<file path="src/rtl/cam_fsync_pkg.sv">
package cam_fsync_pkg;

    typedef enum logic [1:0] {
        ST_IDLE      = 2'd0,
        ST_VSYNC     = 2'd1,
        ST_ACTIVE    = 2'd2,
        ST_WAIT_DISP = 2'd3
    } fs_state_e;

    localparam int EV_W           = 8;
    localparam int EV_FRAME_START = 0;
    localparam int EV_LINES_DONE  = 1;
    localparam int EV_VSYNC_START = 2;
    localparam int EV_STRAY_LINE  = 5;

    localparam int ADDR_W = 3;
    localparam logic [ADDR_W-1:0] A_CTRL        = 3'd0;
    localparam logic [ADDR_W-1:0] A_IRQ_EN      = 3'd1;
    localparam logic [ADDR_W-1:0] A_STATUS      = 3'd2;
    localparam logic [ADDR_W-1:0] A_FRAME_LINES = 3'd3;
    localparam logic [ADDR_W-1:0] A_SYNC_LINES  = 3'd4;
    localparam logic [ADDR_W-1:0] A_LINE_CLKS   = 3'd5;

    localparam int CTRL_RUN  = 0;
    localparam int CTRL_DISP = 1;

endpackage

</file>
<file path="src/rtl/cam_fsync_edge.sv">
module cam_fsync_edge #(
    parameter int IN_STAGES = 0
) (
    input  logic clk,
    input  logic rst_n,
    input  logic href_i,
    output logic fall_o
);

    logic [IN_STAGES:0] pipe;
    logic               href_q;

    assign pipe[0] = href_i;

    for (genvar g = 0; g < IN_STAGES; g++) begin : g_sync
        always_ff @(posedge clk or negedge rst_n) begin
            if (!rst_n) begin
                pipe[g+1] <= 1'b0;
            end else begin
                pipe[g+1] <= pipe[g];
            end
        end
    end

    always_ff @(posedge clk or negedge rst_n) begin
        if (!rst_n) begin
            href_q <= 1'b0;
        end else begin
            href_q <= pipe[IN_STAGES];
        end
    end

    assign fall_o = href_q & ~pipe[IN_STAGES];

endmodule

</file>
<file path="src/rtl/cam_fsync_seq.sv">
module cam_fsync_seq
    import cam_fsync_pkg::*;
#(
    parameter int LINE_W = 12,
    parameter int VS_W   = 8,
    parameter int CLK_W  = 16
) (
    input  logic              clk,
    input  logic              rst_n,
    input  logic              run_i,
    input  logic              disp_sync_i,
    input  logic [LINE_W-1:0] frame_lines_i,
    input  logic [VS_W-1:0]   sync_lines_i,
    input  logic [CLK_W-1:0]  line_clks_i,
    input  logic              href_fall_i,
    input  logic              line_match_i,
    output logic              vsync_o,
    output logic              wait_o,
    output logic [EV_W-1:0]   ev_o
);

    fs_state_e state_q, state_d;

    logic [LINE_W-1:0] line_cnt_q;
    logic [VS_W-1:0]   vs_cnt_q;
    logic [CLK_W-1:0]  clk_cnt_q;

    logic [LINE_W-1:0] fl_eff;
    logic [VS_W-1:0]   vs_eff;
    logic [CLK_W-1:0]  lc_eff;
    logic [LINE_W:0]   line_next;
    logic [VS_W:0]     vs_next;
    logic [CLK_W:0]    clk_next;
    logic              period_tick;
    logic              sync_done;
    logic              lines_done;

    // zero-valued limits behave as one
    assign fl_eff = (frame_lines_i == '0) ? LINE_W'(1) : frame_lines_i;
    assign vs_eff = (sync_lines_i  == '0) ? VS_W'(1)   : sync_lines_i;
    assign lc_eff = (line_clks_i   == '0) ? CLK_W'(1)  : line_clks_i;

    assign line_next = {1'b0, line_cnt_q} + (LINE_W+1)'(1);
    assign vs_next   = {1'b0, vs_cnt_q}   + (VS_W+1)'(1);
    assign clk_next  = {1'b0, clk_cnt_q}  + (CLK_W+1)'(1);

    assign period_tick = (clk_next >= {1'b0, lc_eff});
    assign sync_done   = period_tick && (vs_next >= {1'b0, vs_eff});
    assign lines_done  = href_fall_i && (line_next >= {1'b0, fl_eff});

    // next-state decision
    always_comb begin
        state_d = state_q;
        unique case (state_q)
            ST_IDLE: begin
                if (run_i) begin
                    state_d = disp_sync_i ? ST_WAIT_DISP : ST_VSYNC;
                end
            end
            ST_VSYNC: begin
                if (sync_done) begin
                    state_d = ST_ACTIVE;
                end
            end
            ST_ACTIVE: begin
                if (lines_done) begin
                    state_d = disp_sync_i ? ST_WAIT_DISP : ST_VSYNC;
                end
            end
            ST_WAIT_DISP: begin
                if (line_match_i) begin
                    state_d = ST_VSYNC;
                end
            end
        endcase
        if (!run_i) begin
            state_d = ST_IDLE;
        end
    end

    // state register
    always_ff @(posedge clk or negedge rst_n) begin
        if (!rst_n) begin
            state_q <= ST_IDLE;
        end else begin
            state_q <= state_d;
        end
    end

    // counters, cleared on every state change
    always_ff @(posedge clk or negedge rst_n) begin
        if (!rst_n) begin
            line_cnt_q <= '0;
            vs_cnt_q   <= '0;
            clk_cnt_q  <= '0;
        end else if (state_q != state_d) begin
            line_cnt_q <= '0;
            vs_cnt_q   <= '0;
            clk_cnt_q  <= '0;
        end else begin
            unique case (state_q)
                ST_VSYNC: begin
                    if (period_tick) begin
                        clk_cnt_q <= '0;
                        vs_cnt_q  <= vs_next[VS_W-1:0];
                    end else begin
                        clk_cnt_q <= clk_next[CLK_W-1:0];
                    end
                end
                ST_ACTIVE: begin
                    if (href_fall_i) begin
                        line_cnt_q <= line_next[LINE_W-1:0];
                    end
                end
                ST_IDLE, ST_WAIT_DISP: begin
                    line_cnt_q <= '0;
                end
            endcase
        end
    end

    // outputs
    always_comb begin
        vsync_o = (state_q == ST_VSYNC);
        wait_o  = (state_q == ST_WAIT_DISP);
        ev_o    = '0;
        ev_o[EV_FRAME_START] = run_i && (state_q == ST_VSYNC) && sync_done;
        ev_o[EV_LINES_DONE]  = run_i && (state_q == ST_ACTIVE) && lines_done;
        ev_o[EV_VSYNC_START] = run_i && (state_q != ST_VSYNC) && (state_d == ST_VSYNC);
        ev_o[EV_STRAY_LINE]  = run_i && href_fall_i &&
                               ((state_q == ST_VSYNC) || (state_q == ST_WAIT_DISP));
    end

endmodule

</file>
<file path="src/rtl/cam_fsync_regs.sv">
module cam_fsync_regs
    import cam_fsync_pkg::*;
#(
    parameter int DATA_W          = 32,
    parameter int LINE_W          = 12,
    parameter int VS_W            = 8,
    parameter int CLK_W           = 16,
    parameter int DEF_FRAME_LINES = 480,
    parameter int DEF_SYNC_LINES  = 3,
    parameter int DEF_LINE_CLKS   = 800
) (
    input  logic              clk,
    input  logic              rst_n,
    input  logic              cfg_we,
    input  logic [ADDR_W-1:0] cfg_addr,
    input  logic [DATA_W-1:0] cfg_wdata,
    output logic [DATA_W-1:0] cfg_rdata,
    input  logic [EV_W-1:0]   ev_i,
    output logic              run_o,
    output logic              disp_sync_o,
    output logic [LINE_W-1:0] frame_lines_o,
    output logic [VS_W-1:0]   sync_lines_o,
    output logic [CLK_W-1:0]  line_clks_o,
    output logic [EV_W-1:0]   en_mask_o,
    output logic [EV_W-1:0]   status_o,
    output logic              irq_o
);

    logic [EV_W-1:0] status_q;
    logic [EV_W-1:0] en_q;
    logic [EV_W-1:0] clr_mask;
    logic            wr_ctrl, wr_en, wr_stat, wr_fl, wr_vs, wr_lc;
    wire             unused_wdata = ^cfg_wdata;

    assign wr_ctrl = cfg_we && (cfg_addr == A_CTRL);
    assign wr_en   = cfg_we && (cfg_addr == A_IRQ_EN);
    assign wr_stat = cfg_we && (cfg_addr == A_STATUS);
    assign wr_fl   = cfg_we && (cfg_addr == A_FRAME_LINES);
    assign wr_vs   = cfg_we && (cfg_addr == A_SYNC_LINES);
    assign wr_lc   = cfg_we && (cfg_addr == A_LINE_CLKS);

    assign clr_mask = wr_stat ? cfg_wdata[EV_W-1:0] : '0;

    always_ff @(posedge clk or negedge rst_n) begin
        if (!rst_n) begin
            run_o         <= 1'b0;
            disp_sync_o   <= 1'b0;
            en_q          <= '0;
            frame_lines_o <= LINE_W'(DEF_FRAME_LINES);
            sync_lines_o  <= VS_W'(DEF_SYNC_LINES);
            line_clks_o   <= CLK_W'(DEF_LINE_CLKS);
        end else begin
            if (wr_ctrl) begin
                run_o       <= cfg_wdata[CTRL_RUN];
                disp_sync_o <= cfg_wdata[CTRL_DISP];
            end
            if (wr_en) en_q          <= cfg_wdata[EV_W-1:0];
            if (wr_fl) frame_lines_o <= cfg_wdata[LINE_W-1:0];
            if (wr_vs) sync_lines_o  <= cfg_wdata[VS_W-1:0];
            if (wr_lc) line_clks_o   <= cfg_wdata[CLK_W-1:0];
        end
    end

    // write-one-to-clear; a simultaneous event keeps its bit
    always_ff @(posedge clk or negedge rst_n) begin
        if (!rst_n) begin
            status_q <= '0;
        end else begin
            status_q <= (status_q & ~clr_mask) | ev_i;
        end
    end

    always_comb begin
        cfg_rdata = '0;
        unique case (cfg_addr)
            A_CTRL:        cfg_rdata = DATA_W'({disp_sync_o, run_o});
            A_IRQ_EN:      cfg_rdata = DATA_W'(en_q);
            A_STATUS:      cfg_rdata = DATA_W'(status_q);
            A_FRAME_LINES: cfg_rdata = DATA_W'(frame_lines_o);
            A_SYNC_LINES:  cfg_rdata = DATA_W'(sync_lines_o);
            A_LINE_CLKS:   cfg_rdata = DATA_W'(line_clks_o);
            default:       cfg_rdata = '0;
        endcase
    end

    assign en_mask_o = en_q;
    assign status_o  = status_q;
    assign irq_o     = |(status_q & en_q);

endmodule

</file>
<file path="src/rtl/cam_fsync_top.sv">
module cam_fsync_top
    import cam_fsync_pkg::*;
#(
    parameter int DATA_W          = 32,
    parameter int LINE_W          = 12,
    parameter int VS_W            = 8,
    parameter int CLK_W           = 16,
    parameter int IN_STAGES       = 0,
    parameter int DEF_FRAME_LINES = 480,
    parameter int DEF_SYNC_LINES  = 3,
    parameter int DEF_LINE_CLKS   = 800
) (
    input  logic              clk,
    input  logic              rst_n,
    input  logic              href_i,
    input  logic              line_match_i,
    input  logic              cfg_we,
    input  logic [2:0]        cfg_addr,
    input  logic [DATA_W-1:0] cfg_wdata,
    output logic [DATA_W-1:0] cfg_rdata,
    output logic              vsync_o,
    output logic              irq_o
);

    logic              href_fall;
    logic              run_en;
    logic              disp_en;
    logic [LINE_W-1:0] frame_lines;
    logic [VS_W-1:0]   sync_lines;
    logic [CLK_W-1:0]  line_clks;
    logic [EV_W-1:0]   ev_pulse;
    logic [EV_W-1:0]   en_mask;
    logic [EV_W-1:0]   status_q;
    logic              in_wait;

    cam_fsync_edge #(
        .IN_STAGES (IN_STAGES)
    ) u_edge (
        .clk    (clk),
        .rst_n  (rst_n),
        .href_i (href_i),
        .fall_o (href_fall)
    );

    cam_fsync_seq #(
        .LINE_W (LINE_W),
        .VS_W   (VS_W),
        .CLK_W  (CLK_W)
    ) u_seq (
        .clk           (clk),
        .rst_n         (rst_n),
        .run_i         (run_en),
        .disp_sync_i   (disp_en),
        .frame_lines_i (frame_lines),
        .sync_lines_i  (sync_lines),
        .line_clks_i   (line_clks),
        .href_fall_i   (href_fall),
        .line_match_i  (line_match_i),
        .vsync_o       (vsync_o),
        .wait_o        (in_wait),
        .ev_o          (ev_pulse)
    );

    cam_fsync_regs #(
        .DATA_W          (DATA_W),
        .LINE_W          (LINE_W),
        .VS_W            (VS_W),
        .CLK_W           (CLK_W),
        .DEF_FRAME_LINES (DEF_FRAME_LINES),
        .DEF_SYNC_LINES  (DEF_SYNC_LINES),
        .DEF_LINE_CLKS   (DEF_LINE_CLKS)
    ) u_regs (
        .clk           (clk),
        .rst_n         (rst_n),
        .cfg_we        (cfg_we),
        .cfg_addr      (cfg_addr),
        .cfg_wdata     (cfg_wdata),
        .cfg_rdata     (cfg_rdata),
        .ev_i          (ev_pulse),
        .run_o         (run_en),
        .disp_sync_o   (disp_en),
        .frame_lines_o (frame_lines),
        .sync_lines_o  (sync_lines),
        .line_clks_o   (line_clks),
        .en_mask_o     (en_mask),
        .status_o      (status_q),
        .irq_o         (irq_o)
    );

endmodule

</file>
<file path="config.mk">
export PLATFORM = sky130hd
export DESIGN_NAME = cam_fsync_top
export DESIGN_NICKNAME = d
export VERILOG_FILES = /design/src/rtl/cam_fsync_pkg.sv /design/src/rtl/cam_fsync_edge.sv /design/src/rtl/cam_fsync_seq.sv /design/src/rtl/cam_fsync_regs.sv /design/src/rtl/cam_fsync_top.sv
export SDC_FILE = /design/constraint.sdc
export NUM_CORES = 1
export LEC_CHECK = 0
export CAP_MARGIN = 25
export CORE_MARGIN = 1
export CORE_UTILIZATION = 51
export CTS_CLUSTER_DIAMETER = 30
export CTS_CLUSTER_SIZE = 30
export DETAILED_ROUTE_END_ITERATION = 8
export DONT_BUFFER_PORTS = 1
export MAX_ROUTING_LAYER = met4
export PLACE_DENSITY_LB_ADDON = 0.3
export SYNTH_ARGS = -nofsm -noshare
export SYNTH_HDL_FRONTEND = slang
export SYNTH_SLANG_ARGS = --single-unit
</file>
<file path="constraint.sdc">
create_clock -name clk -period 5.6 [get_ports clk]
set_input_delay 0.56 -clock clk [delete_from_list [all_inputs] [get_ports clk]]
set_output_delay 0.56 -clock clk [all_outputs]
set_load 0.1 [all_outputs]
</file>
==> results of run 1 <==
[stage by stage]
| step | utilization (%) | std cells |
|---|---|---|
| finish | 57.8 | 773 |
| detailed placement | 54.9 | 756 |
| CTS | 57.8 | 773 |
| global route | 57.8 | 773 |
| floorplan | - | 642 |
| global placement | 53.5 | 749 |
[synth_stat cells, drive strengths merged, types with 6 or more instances]
| cell | instances | area, um2 |
|---|---|---|
| dfrtp | 84 | 2100 |
| nand2 | 54 | 203 |
| mux2 | 45 | 507 |
| ha | 43 | 538 |
| nor2 | 42 | 165 |
| inv | 38 | 143 |
| nand3 | 37 | 185 |
| buf | 27 | 196 |
| xor2 | 24 | 210 |
| a21oi | 23 | 149 |
| a22oi | 21 | 158 |
| o21ai | 18 | 90.1 |
| and3 | 17 | 108 |
| mux2i | 13 | 130 |
| xnor2 | 13 | 114 |
| clkbuf | 12 | 45.0 |
| nand4 | 11 | 75.1 |
| o22ai | 11 | 68.8 |
| dfstp | 9 | 236 |
| nor4 | 9 | 62.6 |
| nor3 | 8 | 40.0 |
| a31oi | 7 | 58.8 |
| and2 | 6 | 37.5 |
[worst max path at each step]
stage	depth (start not counted)	from	slack, ns	end
floorplan	4	cfg_addr[0]	2.21	cfg_rdata[2]
global placement	14	u_seq.clk_cnt_q[0]	1.47	u_seq.vs_cnt_q[0]
detailed placement	14	u_seq.clk_cnt_q[0]	1.65	u_seq.line_cnt_q[9]
CTS	14	u_seq.clk_cnt_q[0]	1.63	u_seq.line_cnt_q[8]
global route	14	u_seq.clk_cnt_q[0]	1.28	u_seq.line_cnt_q[5]
finish	14	u_seq.clk_cnt_q[0]	1.57	u_seq.line_cnt_q[1]
[worst max-delay path, stage by stage (launching register included)]
cell and delay [ns]:
dfrtp_1 0.47, ha_1 0.27, nand4_2 0.15, or2_2 0.37, nor3_1 0.29, xor2_1 0.16, ha_1 0.33, nand2_1 0.07
nor4_1 0.38, a2111o_1 0.33, and2_1 0.33, nand4_1 0.20, o2111ai_4 0.24, buf_12 0.25, nor2_1 0.08
[sequential cells by signal (all words and copies together) (netlist names)]
register              cells
u_regs.line_clks_o       16
u_seq.clk_cnt_q          16
u_regs.frame_lines_o     12
u_seq.line_cnt_q         12
u_regs.en_mask_o          8
u_regs.status_o           8
u_regs.sync_lines_o       8
u_seq.vs_cnt_q            8
u_seq.state_q             2
u_edge.href_q             1
u_regs.disp_sync_o        1
u_regs.run_o              1
[layer usage]
layer | GRT usage [%] | wire length, um
met1 | 30.8 | 6470
met2 | 43.8 | 7510
met3 | 5.44 | 637
met4 | 7.30 | 282
met5 | - | 0
[cell families (layout without fill, tap and decap cells)]
group | Yosys count | in the layout | share of synthesized area [%]
and+or+nand+nor | 202 | 202 | 16.4
adders and majority gates | 43 | 43 | 8.82
other | 1 | 16 | 0.0615
AOI/OAI and AO/OA | 115 | 115 | 14.2
buffers and inverters | 78 | 66 | 6.36
muxes | 58 | 58 | 10.4
xor gates and xnor gates | 37 | 37 | 5.31
DFF | 93 | 93 | 38.4
[report_power, final]
group          switching (mW)  internal [mW]
clock network           0.273          0.353
registers               0.110          0.772
logic                   0.589          0.275
[repair_timing]
item,CTS,global route
setup endpoints to repair,0,0
buffers inserted,0,0
hold buffers,1,0
hold endpoints to repair,84,0
[area by class of cell]
class,instances,area share (%)
multi-input combinational,471,52.3
sequential,93,35.2
clock buffer,11,3.50
timing repair buffer,11,3.16
tap,143,2.69
inverter,39,2.20
clock inverter,5,0.978
==> results.cfg, run 1 <==
[drt]
ant_nets = 0
drc = 11
routed_wl_um = 14900
avgRoutedWirePerCell_um = 19.3
firstDrtPassIters = 8
vias = 4772
drt_iter0_drc = 346
vias_per_cell = 6.17

[clocking]
clock_sinks = 93
clock-root-buffer = clkbuf_16
clock_path_buffers = 2
cts_tree = built
cts_resized = 0
clock_latency_ns = 0.34
cts-buffers-inserted = 9
clk_pin_slew_ns = 0.07
h-tree-depth = 3

[placed_design]
gp_congestion = 0.891
port_buffers = 0
dp_slack_ns = 1.65
dpl_cell_area_um2 = 6330
hpwl_um = 10700

[cells_and_area]
regArea_um2 = 2340
final_area_um2 = 6650
layout-drive-gt1-share_pct = 18.1
fillers = 983
nets = 708
layout_commonest_cell = dfrtp_1
multi_input_area_um2 = 3480
synthToLayoutAreaGrowth_pct = 9.09
final_cell_mix = 84 x dfrtp_1, 54 x nand2_1, 45 x mux2_2, 42 x ha_1, 41 x nor2_1
num_antenna_cells = 0

[sta]
setup-tns-final_ns = 0
setup_slack_ns = 1.57
whs_ns = 0.0589
report.final.slew_viol_count = 0
relSlewSlack_pct = 25.9
fmax_ghz = 0.248
rsz0062_at_grt = no
tightestPinTransition_ns = 1.11
fin_crit_ns = 4.03
hold_violations = 0
fin_crit_sh_pct = 72.0
clock_skew_ns = 0.00985
setup-violations-final = 0

[floorplan]
dieArea_um2 = 12400
io_pins = 74
die_w_um = 111
die_h_um = 111
std_cell_rows = 39
start_util_pct = 52.9
core-area_um2 = 11500

[logic_synthesis]
yosysWarnings = 0
synth_cells = 627
yosys.cell_types.count = 63
ys_ff_latch = 93
ys.flop_type = dfrtp_1
synth-edff-count = 0
netlist_area_um2 = 6100
avgSynthCellArea_um2 = 9.72
synth.yosys.seq_area_share_pct = 38.4
async_flop_share_pct = 100

[pwr]
power_leakage_nw = 3.04
peakVddDrop_mv = 0.235
p_per_area_nw_per_um2 = 357
power_mw = 2.37

[worst_setup_path]
cp-end-kind = flip-flop
rr_worst_depth = 14
path_class = flip-flop to flip-flop
cp_max_fo = 28
cp.required_ns = 5.83
cp-start-kind = flip-flop
reg2reg_to = u_seq.line_cnt_q[1]
rrSetupSlack_ns = 1.57
worstPathArrival_ns = 4.26
regToRegStartpoint = u_seq.clk_cnt_q[0]

[worst_hold_path]
min_path_type = primary input to async pin

[outcome]
status = finished, violations left
violations = DRC

[grt]
grt_overflow_total = 0
grt_pass1_wl_um = 24200
antenna_found_initial = 0
grt_use_total_pct = 25.7
grt_start_max_net_pins = 85
grt_pass1_vias = 4759

[flow_run]
maxCapViolCount = 0
No activity file was read; power rests on OpenSTA's default activity.
==> run 2: changes to the inputs <==
==> constraint.sdc (replaced) <==
create_clock -name clk -period 4.1 [get_ports clk]
set_input_delay 0.41 -clock clk [delete_from_list [all_inputs] [get_ports clk]]
set_output_delay 0.41 -clock clk [all_outputs]
set_load 0.1 [all_outputs]
==> run 2 against run 1 <==
Compared with the run above:
- the run ends with DRC, hold timing left
- die area unchanged
- routed wire length decreased by 0.66%
- combinational power increased by 41%
- critical path depth unchanged
- cell area increased by 0.55%
- hold slack got worse by 0.081 ns
- clock power increased by 30%
- largest cell class unchanged
==> results.cfg, run 2 (synthesis results as in run 1) <==
[pwr]
pwr-share-seq_pct = 37.2
switching_share_pct = 41.7
pwr-share-comb_pct = 37.7
p_per_area_nw_per_um2 = 483
peakVddDrop_mv = 0.377
power.share.clock_pct = 25.1
internal_power_mw = 1.88
p_switching_mw = 1.35
power_leakage_nw = 3.06
power_mw = 3.23

[floorplan]
start_util_pct = 52.9
die_h_um = 111
dieArea_um2 = 12400
core-area_um2 = 11500
std_cell_rows = 39
io_pins = 74
die_w_um = 111

[drt]
vias = 4748
ant_nets = 0
vias_per_cell = 6.11
drt_iter0_drc = 351
avgRoutedWirePerCell_um = 19.0
drc = 9
routed_wl_um = 14800
firstDrtPassIters = 8

[worst_setup_path]
path_class = flip-flop to flip-flop
cp_top_family = compound AO/OA/AOI/OAI gates
worstPathArrival_ns = 4.00
crit_path_top_delay_cell = dfrtp_1
path_buf_inv = 2
cp-end-kind = flip-flop
cp.required_ns = 4.37
cp_max_fo = 28
cp_cell_sequence = ha_1 > nand4_2 > or2_2 > nor3_1 > xor2_1 > ha_1 > nand2_1 > nor4_2 > a2111o_1 > buf_4 > a31oi_1 > o2111ai_4 > buf_12 > a31oi_1
critPathMaxStageDelay_ns = 0.45
cp-start-kind = flip-flop
rrSetupSlack_ns = 0.37

[placed_design]
dp_slack_ns = 0.263
dpl_cell_area_um2 = 6370
port_buffers = 0
gp_congestion = 0.870
hpwl_um = 10900

[cells_and_area]
synthToLayoutAreaGrowth_pct = 9.69
largestRegisters = u_regs.line_clks_o (16), u_seq.clk_cnt_q (16)
nets = 712
final_cell_mix = 84 x dfrtp_1, 54 x nand2_1, 45 x mux2_2, 42 x ha_1, 41 x nor2_1
layout_commonest_cell = dfrtp_1
num_antenna_cells = 0
layout-drive-gt1-share_pct = 19.2
final_area_um2 = 6690

[sta]
rsz0062_at_grt = no
setup-tns-final_ns = 0
fmax_ghz = 0.268
clock_skew_ns = 0.00883
hold_violations = 19
tightestPinTransition_ns = 1.13
whs_ns = -0.0226
setup_slack_ns = 0.367
fin_crit_sh_pct = 91.1
setup-violations-final = 0
relSlewSlack_pct = 24.8
report.final.slew_viol_count = 0
fin_crit_ns = 3.73

[grt]
antenna_found_initial = 0
grt_pass1_vias = 4681
grt_overflow_total = 0
grt_use_total_pct = 25.6
grt_start_max_net_pins = 94
grt_pass1_wl_um = 24300

[clocking]
cts-buffers-inserted = 9
clock_path_buffers = 2
clk_pin_slew_ns = 0.07
clock_latency_ns = 0.35
clock_sinks = 93
postCtsSetupRepairBufs = 0
clock-root-buffer = clkbuf_16
h-tree-depth = 3
cts_tree = built

[outcome]
status = finished, violations left
violations = DRC, hold timing

[worst_hold_path]
min_path_type = primary input to async pin

[flow_run]
maxCapViolCount = 0
-- run 2: power groups by stage --
stage          Sequential [mW]  Combinational [mW]  Clock, mW
3_5_place_dp              1.21                1.19          0
6_report                  1.20                1.22      0.812
2_1_floorplan             1.15               0.973          0
5_1_grt                   1.22                1.32      0.843
3_3_place_gp              1.21                1.10          0
4_1_cts                   1.20                1.22      0.814
-- run 2: final cells by class --
| class | count | area (um2) |
|---|---|---|
| Clock buffer | 10 | 239 |
| Clock inverter | 6 | 45.0 |
| Fill cell | 974 | 4830 |
| Inverter | 39 | 146 |
| Multi-Input combinational cell | 471 | 3490 |
| Sequential cell | 93 | 2340 |
| Tap cell | 143 | 179 |
| Timing Repair Buffer | 15 | 253 |
-- run 2: layer usage --
metal | wire [um] | vias to the layer above | GRT usage (%)
met5 | 0 | - | -
met4 | 157 | 0 | 5.50
met3 | 600 | 14 | 4.74
met2 | 7500 | 132 | 43.8
met1 | 6540 | 2376 | 31.7
li1 | - | 2226 | -
-- run 2: through the flow --
step                      cells  util, %
final                       777     58.1
after CTS                   777     58.0
after detailed placement    760     55.3
after floorplan             642        -
after global placement      754     54.0
after global routing        777     58.1
-- run 2: worst paths after layout --
path | from | end | cells after the start
max | u_seq.clk_cnt_q[0] | u_seq.clk_cnt_q[13] | 14
min | rst_n | u_edge.href_q | 1
max reg2reg | u_seq.clk_cnt_q[0] | u_seq.clk_cnt_q[13] | 14
min reg2reg | u_regs.status_o[5] | u_regs.status_o[5] | 2
max in group asynchronous | rst_n | u_regs.line_clks_o[8] | 1
min in group clk | href_i | u_edge.href_q | 0
-- run 2: timing repair --
| action | CTS | global route |
|---|---|---|
| endpoints found under the hold margin | 93 | 0 |
| gates resized for setup | 0 | 2 |
| hold buffers | 1 | 0 |
| setup endpoints to repair | 0 | 36 |
